### src/rtl/vgrp_pkg.sv
package vgrp_pkg;
    localparam int NUM_VREGS = 32;
    localparam int IDX_W     = $clog2(NUM_VREGS);
    localparam int SZ_W      = IDX_W + 1;
    localparam int END_W     = SZ_W + 1;
    localparam int NSCALE    = 3;   // 1x, 2x, 4x groups

    typedef enum logic [3:0] {
        CL_SINGLE = 4'd0,
        CL_WIDEN  = 4'd1,
        CL_WSRC   = 4'd2,
        CL_NARROW = 4'd3,
        CL_QUAD   = 4'd4,
        CL_MASK   = 4'd5,
        CL_RED    = 4'd6,
        CL_CARRY  = 4'd7,
        CL_IDX_LD = 4'd8,
        CL_IDX_ST = 4'd9,
        CL_SLIDE  = 4'd10
    } op_class_e;

    typedef enum logic [1:0] {
        ST_IDLE    = 2'd0,
        ST_LEGAL   = 2'd1,
        ST_ILLEGAL = 2'd2
    } res_state_e;

    // Index is a multiple of a power-of-two group size
    function automatic logic grp_aligned(logic [IDX_W-1:0] idx, logic [SZ_W-1:0] sz);
        return ((SZ_W'(idx) & (sz - SZ_W'(1))) == '0);
    endfunction

    // Two half-open ranges share a register; empty pair never overlaps
    function automatic logic grp_overlap(logic [IDX_W-1:0] a, logic [SZ_W-1:0] asz,
                                         logic [IDX_W-1:0] b, logic [SZ_W-1:0] bsz);
        logic [END_W-1:0] ae, be, hi, lo;
        if (asz == '0 && bsz == '0) return 1'b0;
        ae = END_W'(a) + END_W'(asz);
        be = END_W'(b) + END_W'(bsz);
        hi = (ae > be) ? ae : be;
        lo = (a < b) ? END_W'(a) : END_W'(b);
        return (hi - lo) < (END_W'(asz) + END_W'(bsz));
    endfunction
endpackage

### src/rtl/vgrp_rules.sv
module vgrp_rules
    import vgrp_pkg::*;
(
    input  logic [3:0]                   op_class,
    input  logic [IDX_W-1:0]             vd,
    input  logic [IDX_W-1:0]             vs1,
    input  logic [IDX_W-1:0]             vs2,
    input  logic                         vs1_is_vec,
    input  logic                         wide_red,
    input  logic                         vm,
    input  logic [2:0]                   nf,
    input  logic [2:0]                   sew_log2,
    input  logic [2:0]                   elen_log2,
    input  logic                         vstart_nz,
    input  logic [NSCALE-1:0][SZ_W-1:0]  gsz,
    input  logic                         lmul_res,
    input  logic                         lmul_gt1,
    input  logic                         lmul_le4,
    input  logic                         lmul_le2,
    input  logic                         lmul_is1,
    output logic                         bad
);
    logic [SZ_W-1:0] g1, g2, g4;
    logic            w2_ok, w4_ok, mask_vd0, vd_zero;
    op_class_e       cls;

    assign g1       = gsz[0];
    assign g2       = gsz[1];
    assign g4       = gsz[2];
    assign w2_ok    = (4'(sew_log2) + 4'd1) <= 4'(elen_log2);
    assign w4_ok    = (4'(sew_log2) + 4'd2) <= 4'(elen_log2);
    assign vd_zero  = (vd == '0);
    assign mask_vd0 = !vm && vd_zero;
    assign cls      = op_class_e'(op_class);

    always_comb begin
        bad = 1'b0;
        if (lmul_res) begin
            bad = 1'b1;
        end else begin
            unique case (cls)
                CL_SINGLE, CL_CARRY: begin
                    bad = mask_vd0;
                    if (lmul_gt1)
                        bad = bad | !grp_aligned(vd, g1) | !grp_aligned(vs2, g1)
                                  | (vs1_is_vec && !grp_aligned(vs1, g1));
                    if (cls == CL_CARRY && !lmul_is1 && vd_zero)
                        bad = 1'b1;
                end
                CL_WIDEN:
                    bad = mask_vd0 | !lmul_le4 | !w2_ok | !grp_aligned(vd, g2)
                        | grp_overlap(vd, g2, vs2, g1) | !grp_aligned(vs2, g1)
                        | (vs1_is_vec && (grp_overlap(vd, g2, vs1, g1) || !grp_aligned(vs1, g1)));
                CL_WSRC:
                    bad = mask_vd0 | !lmul_le4 | !w2_ok | !grp_aligned(vd, g2)
                        | !grp_aligned(vs2, g2)
                        | (vs1_is_vec && (grp_overlap(vd, g2, vs1, g1) || !grp_aligned(vs1, g1)));
                CL_NARROW:
                    bad = mask_vd0 | !lmul_le4 | !w2_ok | !grp_aligned(vs2, g2)
                        | !grp_aligned(vd, g1) | grp_overlap(vd, g1, vs2, g2)
                        | (vs1_is_vec && !grp_aligned(vs1, g1));
                CL_QUAD:
                    bad = mask_vd0 | !lmul_le2 | !w4_ok | !grp_aligned(vd, g4)
                        | grp_overlap(vd, g4, vs2, g1) | !grp_aligned(vs2, g1)
                        | (vs1_is_vec && (grp_overlap(vd, g4, vs1, g1) || !grp_aligned(vs1, g1)));
                CL_MASK:
                    bad = lmul_gt1 && (grp_overlap(vd, SZ_W'(1), vs2, g1) || !grp_aligned(vs2, g1)
                        || (vs1_is_vec && (grp_overlap(vd, SZ_W'(1), vs1, g1)
                                           || !grp_aligned(vs1, g1))));
                CL_RED:
                    bad = vstart_nz | !grp_aligned(vs2, g1) | (wide_red && !w2_ok);
                CL_IDX_LD:
                    bad = mask_vd0 | !grp_aligned(vd, g1) | !grp_aligned(vs2, g1)
                        | ((nf != 3'd0) && grp_overlap(vd, g1, vs2, g1));
                CL_IDX_ST:
                    bad = !grp_aligned(vd, g1) | !grp_aligned(vs2, g1);
                CL_SLIDE:
                    bad = mask_vd0 | !grp_aligned(vd, g1) | !grp_aligned(vs2, g1);
                default:
                    bad = 1'b1;
            endcase
        end
    end
endmodule

### config.mk
export PLATFORM = sky130hd
export DESIGN_NAME = vgrp_rules
export DESIGN_NICKNAME = d
export VERILOG_FILES = /design/src/rtl/vgrp_pkg.sv /design/src/rtl/vgrp_rules.sv
export SDC_FILE = /design/constraint.sdc
export NUM_CORES = 1
export LEC_CHECK = 0
export ABC_AREA = 1
export CAP_MARGIN = 20
export CORE_ASPECT_RATIO = 0.8
export CORE_MARGIN = 2
export CORE_UTILIZATION = 35
export DETAILED_ROUTE_END_ITERATION = 7
export DONT_BUFFER_PORTS = 1
export SLEW_MARGIN = 20
export SYNTH_ARGS = -nofsm -noshare
export SYNTH_HDL_FRONTEND = slang
export SYNTH_SLANG_ARGS = --single-unit
### constraint.sdc
create_clock -name vclk -period 24.7
set_clock_uncertainty 0.15 [all_clocks]
set_input_delay 6.175 -clock vclk [all_inputs]
set_output_delay 6.175 -clock vclk [all_outputs]
set_load 0.005 [all_outputs]
# After elaboration in Yosys (flattened, before gate mapping)
# Cells that the tools add are included.
[op_classes]
bitwise = 31
eq_ne = 10
mux = 51
add_sub_neg = 24
magnitude_cmp = 20
n_reduce_logical = 44
[ops]
columns = ["cell", "count"]
rows = [
  ["$lt 7x7->1", 8],
  ["$mux 7", 8],
  ["$logic_not 6->1", 9],
  ["$gt 7x7->1", 7],
  ["$add 5x6->7", 6],
  ["$mux 1", 40],
  ["$and 5x6->6", 6],
  ["$sub 7x7->7", 5],
  ["$or 1x1->1", 25],
  ["$add 6x6->7", 3],
  ["$sub 7x5->7", 3],
  ["$sub 6x1->6 const B", 3],
  ["$eq 4x3->1 const B", 4],
  ["$logic_and 1x1->1", 13],
  ["$eq 4x4->1 const B", 3],
  ["$logic_not 1->1", 12],
  ["$lt 5x5->1", 2],
  ["$mux 5", 2],
  ["$pmux 1 s10", 1],
  ["$eq 4x2->1 const B", 2],
  ["$le 4x3->1", 2],
  ["$add 1x6->7 const A", 1],
  ["$gt 6x7->1", 1],
  ["$add 5x1->6 const B", 1],
  ["8 further kinds", 13],
]
[totals]
in_bits = 55
ff_bits = 0

# Logic depth before layout (Yosys ltp)
# Gate-level depths: netlist of run 1.
[depth]
ltp_word = 13
depth_mapped = 37

# Least setup slack after synthesis of run 1
# No wires, ideal clock.
[synth_path]
path_type = "in2out"
start = "input vs1[0]"
end = "output bad"
required_ps = 18375
arrival_time_ps = 10476
slack_ps = 7899
cell_stages = 28
cell_sequence = "ha_1 fa_1 nand2_1 nand2_1 a21oi_1 nor2_1 inv_1 nand2_1 ha_1 nand2_1 nor3b_1 a21oi_1 maj3_1 nand2_1 o21ai_0 ha_1 fa_1 o21ai_0 a211oi_1 xor2_1 ha_1 nand2_1 o21ai_0 a21oi_1 o21ai_0 o211ai_1 nand3_1 nand3b_1"
[synth_between]
elab_chain_cells = 13
elab_cells_between_ends = 47
classes_between = "add/sub (4); order compare (7); mux (17); bitwise (6); reduce/logical (13)"
[synth_lines]
columns = ["element", "line_no", "rtl"]
rows = [
  ["from (decl)", "vgrp_rules.sv:6", "input logic [IDX_W-1:0] vs1,"],
  ["$add 5x6->7", "vgrp_pkg.sv:39", "be = END_W'(b) + END_W'(bsz);"],
  ["$gt 7x7->1", "vgrp_pkg.sv:40", "hi = (ae > be) ? ae : be;"],
  ["$mux 7", "vgrp_pkg.sv:40", ""],
  ["$sub 7x7->7", "vgrp_pkg.sv:42", "return (hi - lo) < (END_W'(asz) + END_W'(bsz));"],
  ["$lt 7x7->1", "vgrp_pkg.sv:42", ""],
  ["$mux 1", "vgrp_pkg.sv:38", "ae = END_W'(a) + END_W'(asz);"],
  ["$mux 1", "vgrp_rules.sv:41", "unique case (cls)"],
  ["$mux 1", "vgrp_rules.sv:38", "if (lmul_res) begin"],
  ["$logic_or 1x1->1 (on tied branches)", "vgrp_rules.sv:65, vgrp_rules.sv:57, vgrp_rules.sv:53", ""],
  ["$logic_and 1x1->1 (on tied branches)", "vgrp_rules.sv:65, vgrp_rules.sv:57, vgrp_rules.sv:53", ""],
  ["$or 1x1->1 (on tied branches)", "vgrp_rules.sv:65, vgrp_rules.sv:57, vgrp_rules.sv:53", ""],
  ["$pmux 1 s10 *", "vgrp_rules.sv:41", ""],
  ["$mux 1 *", "vgrp_rules.sv:38", ""],
  ["to (decl)", "vgrp_rules.sv:21", "output logic bad"],
]
# Every way passes the cells marked *; elsewhere a longest branch is shown, timed or not. The select of a mux whose other input is x is not followed.

# Worst setup path in the final report of run 1
[layout_path]
start = "input vs2[0]"
end = "output bad"
[layout_between]
elab_chain_cells = 13
elab_cells_between_ends = 68
classes_between = "add/sub (7); order compare (11); mux (22); bitwise (20); reduce/logical (8)"
[layout_lines]
columns = ["element", "line_no", "rtl"]
rows = [
  ["from (decl)", "vgrp_rules.sv:7", "input logic [IDX_W-1:0] vs2,"],
  ["$add 5x6->7", "vgrp_pkg.sv:39", ""],
  ["$gt 7x7->1", "vgrp_pkg.sv:40", ""],
  ["$mux 7", "vgrp_pkg.sv:40", ""],
  ["$sub 7x7->7", "vgrp_pkg.sv:42", ""],
  ["$lt 7x7->1", "vgrp_pkg.sv:42", ""],
  ["$mux 1", "vgrp_pkg.sv:38", ""],
  ["$mux 1", "vgrp_rules.sv:41", ""],
  ["$mux 1", "vgrp_rules.sv:38", ""],
  ["$or 1x1->1 (on tied branches) (2 in a row)", "vgrp_rules.sv:64, vgrp_rules.sv:52", ""],
  ["$or 1x1->1 (on tied branches)", "vgrp_rules.sv:65, vgrp_rules.sv:53", ""],
  ["$pmux 1 s10 *", "vgrp_rules.sv:41", ""],
  ["$mux 1 *", "vgrp_rules.sv:38", ""],
]
# Marks and branches as above.

==> metrics.cfg, run 1 <==
[place]
hpwl_um=22600
place_congestion=0.954
port_buffers=0

[route]
routed_via_density=5.40
routed_wirelength_um=26900
via_count=8017
drtAntennaViolNets=0
drc=0
wl_per_cell_um=18.1
first_pass_iters=7
drt_iter0_drc=614

[timing]
maxSlewHeadroom_pct=27.7
slew_viol_final=0
tns_ns=0
rsz0062_at_grt=false
worst_slew_pin_slew_ns=1.07
finalHoldViolations=0
finalCritPeriodShare_pct=72.0
max_freq_mhz=56.2
finalCriticalPeriod_ns=17.78
finalSetupViolations=0

[status]
status=finished, final reports clean

[floorplanning]
initial_core_util_pct=35.7
rows=48
ios=56
die_h_um=137
core_area_um2=21600
die_w_um=170
fp.dieArea_um2=23300

[finish]
nets=1487
mostFrequentLayoutCell=nand2_1
diodes=0
design.seq.count=0
final_cell_mix=288 x nand2_1, 202 x ha_1, 184 x inv_1, 115 x a21oi_1, 70 x o21ai_0
nClkBuffers=0
fill_cells=2352
areaGrowthSynthToFinish_pct=3.73
ff_latch_area_um2=0
drive_above_1_share_pct=3.55

[global_routing]
grt_usage_pct=22.8
antenna_found_initial=0
gr-total-overflow=0
grt_first_pass_wirelength_um=40500
grt_pass1_vias=7124
grt_max_degree=16

[logic_synthesis]
synth.distinct_cells=46
synthesis.nets=1492
synth_top_area_share_pct=32.8
synth_cells=1218
yosysWarnings=0
yosys.area.top_type=ha_1
ys_seq_area_share_pct=0
synth_area_um2=7720
synthTopCellsByArea=ha_1 33%, nand2_1 14%, inv_1 9.0%
avgSynthCellArea_um2=6.34

[power_and_ir_drop]
power.leakage_uw=0.00446
seqPwrFrac_pct=0
power_density_nw_per_um2=70.5
p_clk_share_pct=0
p_switching_uw=342
internal_power_uw=222
finalPower_uw=564
p_comb_share_pct=100.0
max-vdd-ir-drop_uv=20.9
swShare_pct=60.7

[setup_path]
cp.arrival_ns=11.46
cp-end-kind=output pin
critical_path.max_fanout=12
worstSetupPathType=in2out
required_ns=18.38
cpPeakStageDelay_ns=0.41
crit_path_top_delay_cell=fa_1
crit_path_frequent_cell=nand2_1
cp-start-kind=input pin

[flow_run]
drv_cap=0

[clock_network]
postCtsResizedCells=0
cts_setup_buffers=0
hold_buffers=0

[min_path]
hold_class=in2out

## final timing paths
path	endpoint	cells past startpoint	slack [ns]	from
hold / removal	bad	2	12.37	lmul_gt1
setup / recovery	bad	34	6.92	vs2[0]
## metal layers
metal  track usage (%)  up-vias  routed length, um
li1                  -     4067                  -
met1              34.4     3609              13000
met2              34.6      308              11000
met3              3.53       33               2430
met4              3.32        0                450
met5                 0        -                  0
## cell usage after synthesis, types with 8 or more instances
library cell and n:
nand2_1 288, ha_1 202, inv_1 184, a21oi_1 115
o21ai_0 70, nand3_1 65, nor2_1 60, xnor2_1 35
xor2_1 31, nand4_1 26, o21ai_1 19, fa_1 17
nand2_2 16, nor3_1 9, a21o_1 8
## cell type report
cell class / instances / area [um2] / area share [%]
inverter: 192 / 721 / 9.00
multi-input combinational: 1017 / 6920 / 86.5
tap: 275 / 344 / 4.30
timing repair buffer: 2 / 15.0 / 0.188
## worst max-delay path, delay by kind of cell
family          cells  cell delay (ns)
xor+xnor            1             0.23
fa+ha+maj           6             1.66
compound gates      6             0.91
buf+inv             3             0.39
simple gates       18             2.09
## kinds of logic after synthesis
logic type	synth area share [%]
AND/OR/NAND/NOR	27.6
AO/OA/AOI/OAI	17.4
adder cells (fa/ha/maj)	37.3
buffers and inverters	10.3
XOR/XNOR	7.49
## per-stage QoR
stage	utilization, %	hold WS [ns]	std cells	setup WS, ns	instance area, um2
4_1_cts	37.0	12.37	1486	7.00	8000
3_3_place_gp	37.0	12.37	1486	6.95	8000
2_1_floorplan	-	12.34	1218	7.90	7720
5_1_grt	37.0	12.40	1486	6.52	8000
6_report	37.0	12.37	1486	6.92	8000
3_5_place_dp	37.0	12.37	1486	7.05	8000
## power by group through the flow
stage | clock network, uW | registers [uW] | logic (uW)
after global placement | 0 | 0 | 543
after detailed placement | 0 | 0 | 552
after floorplan | 0 | 0 | 434
final | 0 | 0 | 564
after CTS | 0 | 0 | 557
after global routing | 0 | 0 | 641
No activity file was read; power rests on OpenSTA's default activity.
==> run 2, diff against run 1 <==
--- a/config.mk
+++ b/config.mk
@@ -5,7 +5,7 @@
 export SDC_FILE = /design/constraint.sdc
 export NUM_CORES = 1
 export LEC_CHECK = 0
-export ABC_AREA = 1
+export ABC_AREA = 0
 export CAP_MARGIN = 20
 export CORE_ASPECT_RATIO = 0.8
 export CORE_MARGIN = 2
==> constraint.sdc (replaced) <==
create_clock -name vclk -period 17.8
set_clock_uncertainty 0.15 [all_clocks]
set_input_delay 4.45 -clock vclk [all_inputs]
set_output_delay 4.45 -clock vclk [all_outputs]
set_load 0.005 [all_outputs]
==> run 2 against run 1 <==
Effect of this change: sequential share of layout area unchanged; worst hold slack worse by 3.5 ns; die area fell by 3.4%; clock-buffer cell count did not move; routed wire length is 11% lower; cell count down 20%; largest power group unchanged; highest routed layer unchanged.
==> metrics.cfg, run 2 <==
[status]
status=finished, final reports clean

[setup_path]
cp.arrival_ns=10.52
worstSetupPathType=in2out
cp-start-kind=input pin
required_ns=13.20
cp-end-kind=output pin
critical_path.max_fanout=11

[logic_synthesis]
yosysMostFrequentCell=ha_1
yosys.area.top_type=ha_1
synthesis.nets=1209
synth_top_area_share_pct=33.9
yosysWarnings=0
ys_seq_area_share_pct=0
yosys-top-cells-count=202 x ha_1, 101 x inv_1, 80 x a21oi_1
synth_area_um2=7450
synthTopCellsByArea=ha_1 34%, xnor2_1 7.2%, a21oi_1 5.4%
synth.distinct_cells=72
synth_cells=935
avgSynthCellArea_um2=7.97

[min_path]
holdPathEnd=bad
hp-start=op_class[3]
hold_class=in2out
holdPathStages=1

[global_routing]
grt_pass1_vias=6491
gr-total-overflow=0
grt_first_pass_wirelength_um=37800
grt_max_degree=16
grt_usage_pct=21.4
antenna_found_initial=1

[route]
drt_iter0_drc=465
routed_wirelength_um=24100
via_count=6781
drtAntennaViolNets=0
routed_via_density=5.69
wl_per_cell_um=20.2
first_pass_iters=5
drc=0

[place]
place_congestion=0.984
hpwl_um=19900
port_buffers=0
dp.cells=1192

[timing]
maxSlewHeadroom_pct=18.9
max_freq_mhz=66.2
slew_viol_final=0
finalCritPeriodShare_pct=84.9
finalHoldViolations=0
worst_slew_pin_slew_ns=1.22
finalSetupViolations=0
finalCriticalPeriod_ns=15.12
tns_ns=0
rsz0062_at_grt=false

[finish]
nets=1199
final_cell_mix=202 x ha_1, 101 x inv_1, 80 x a21oi_1, 61 x xnor2_1, 49 x o21ai_0
ff_latch_area_um2=0
nClkBuffers=0
areaGrowthSynthToFinish_pct=3.93
diodes=0
mostFrequentLayoutCell=ha_1
design.seq.count=0
final_cells=1192
drive_above_1_share_pct=3.79
finish.utilization_pct=37.3

[floorplanning]
core_area_um2=20800
rows=47
ios=56
die_h_um=135
initial_core_util_pct=35.9
fp.dieArea_um2=22500
die_w_um=167

[clock_network]
hold_buffers=0
cts_setup_buffers=0
postCtsResizedCells=0

[power_and_ir_drop]
power.leakage_uw=0.00383
max-vdd-ir-drop_uv=74.2
power_density_nw_per_um2=91.1

[flow_run]
drv_cap=0

-- run 2: changes by cell type in the layout (fill, tap and decap cells not counted), sizes merged, moves of 14 or more --
| cell | before | now |
|---|---|---|
| nand3 | 68 | 15 |
| a21o | 8 | 36 |
| inv | 191 | 103 |
| xnor2 | 35 | 61 |
| o21ai | 95 | 54 |
| a21oi | 116 | 82 |
| nor2b | 0 | 26 |
| nand4 | 26 | 5 |
| nand2b | 0 | 17 |
| nor2 | 62 | 37 |
| mux2i | 0 | 30 |
| nand2 | 306 | 36 |
| o21a | 2 | 20 |
| mux2 | 0 | 14 |
-- run 2: cell type report --
| class | count | area (um2) |
|---|---|---|
| fill | 2173 | 13000 |
| multi-input combinational | 813 | 6970 |
| inverter | 104 | 395 |
| tap | 269 | 337 |
| timing repair buffer | 6 | 45.0 |
-- run 2: worst max path at each step --
stage                       from   to  slack [ns]  depth (start not counted)
after global placement     vd[0]  bad        2.85                         28
after detailed placement  vs2[0]  bad        2.73                         27
after floorplan           vs2[0]  bad        3.46                         28
final                     vs2[0]  bad        2.68                         27
after global routing      vs2[0]  bad        2.17                         27
after CTS                 vs2[0]  bad        2.71                         27
-- run 2: worst max-delay path: stages --
cell,delay (ns)
ha_1,0.21
fa_1,0.40
and3_1,0.21
or3_1,0.41
nand2_1,0.36
a221oi_1,0.17
a31oi_1,0.19
maj3_2,0.25
a21oi_4,0.09
a41oi_2,0.34
mux2_2,0.40
ha_1,0.23
fa_1,0.43
inv_1,0.07
a21oi_1,0.06
o21bai_1,0.19
a21oi_1,0.12
nor2b_1,0.15
xnor2_1,0.15
o21ai_0,0.29
ha_1,0.31
a211o_1,0.29
a31oi_1,0.14
o21ai_0,0.11
a2bb2oi_1,0.14
a21oi_1,0.06
o2111ai_1,0.24
-- run 2: cells by family after synthesis --
logic type	share of synthesized area [%]
AOI/OAI and AO/OA	25.1
adders and majority gates	39.5
and+or+nand+nor	12.3
buffers and inverters	6.50
xor gates and xnor gates	10.4
muxes	6.20
-- run 2: metrics by stage --
| stage | setup slack [ns] | total power, uW | instance area [um2] | hold WS [ns] |
|---|---|---|---|---|
| 4_1_cts | 2.71 | 700 | 7740 | 8.89 |
| 6_report | 2.68 | 705 | 7740 | 8.89 |
| 3_5_place_dp | 2.73 | 693 | 7740 | 8.89 |
| 3_3_place_gp | 2.85 | 685 | 7740 | 8.89 |
| 5_1_grt | 2.17 | 808 | 7740 | 8.91 |
| 2_1_floorplan | 3.46 | 551 | 7450 | 8.87 |
-- run 2: power breakdown --
part	internal [uW]	leakage, uW	total [uW]	switching [uW]
Clock	0	0	0	0
Sequential	0	0	0	0
Combinational	320	0.00383	705	385
-- run 2: layer usage --
layer	vias to the layer above	part of all wire, %	track usage (%)
li1	3382	-	-
met1	3130	50	33.2
met2	240	40	32.0
met3	29	7.5	2.34
met4	0	2.0	3.64
met5	-	0	0
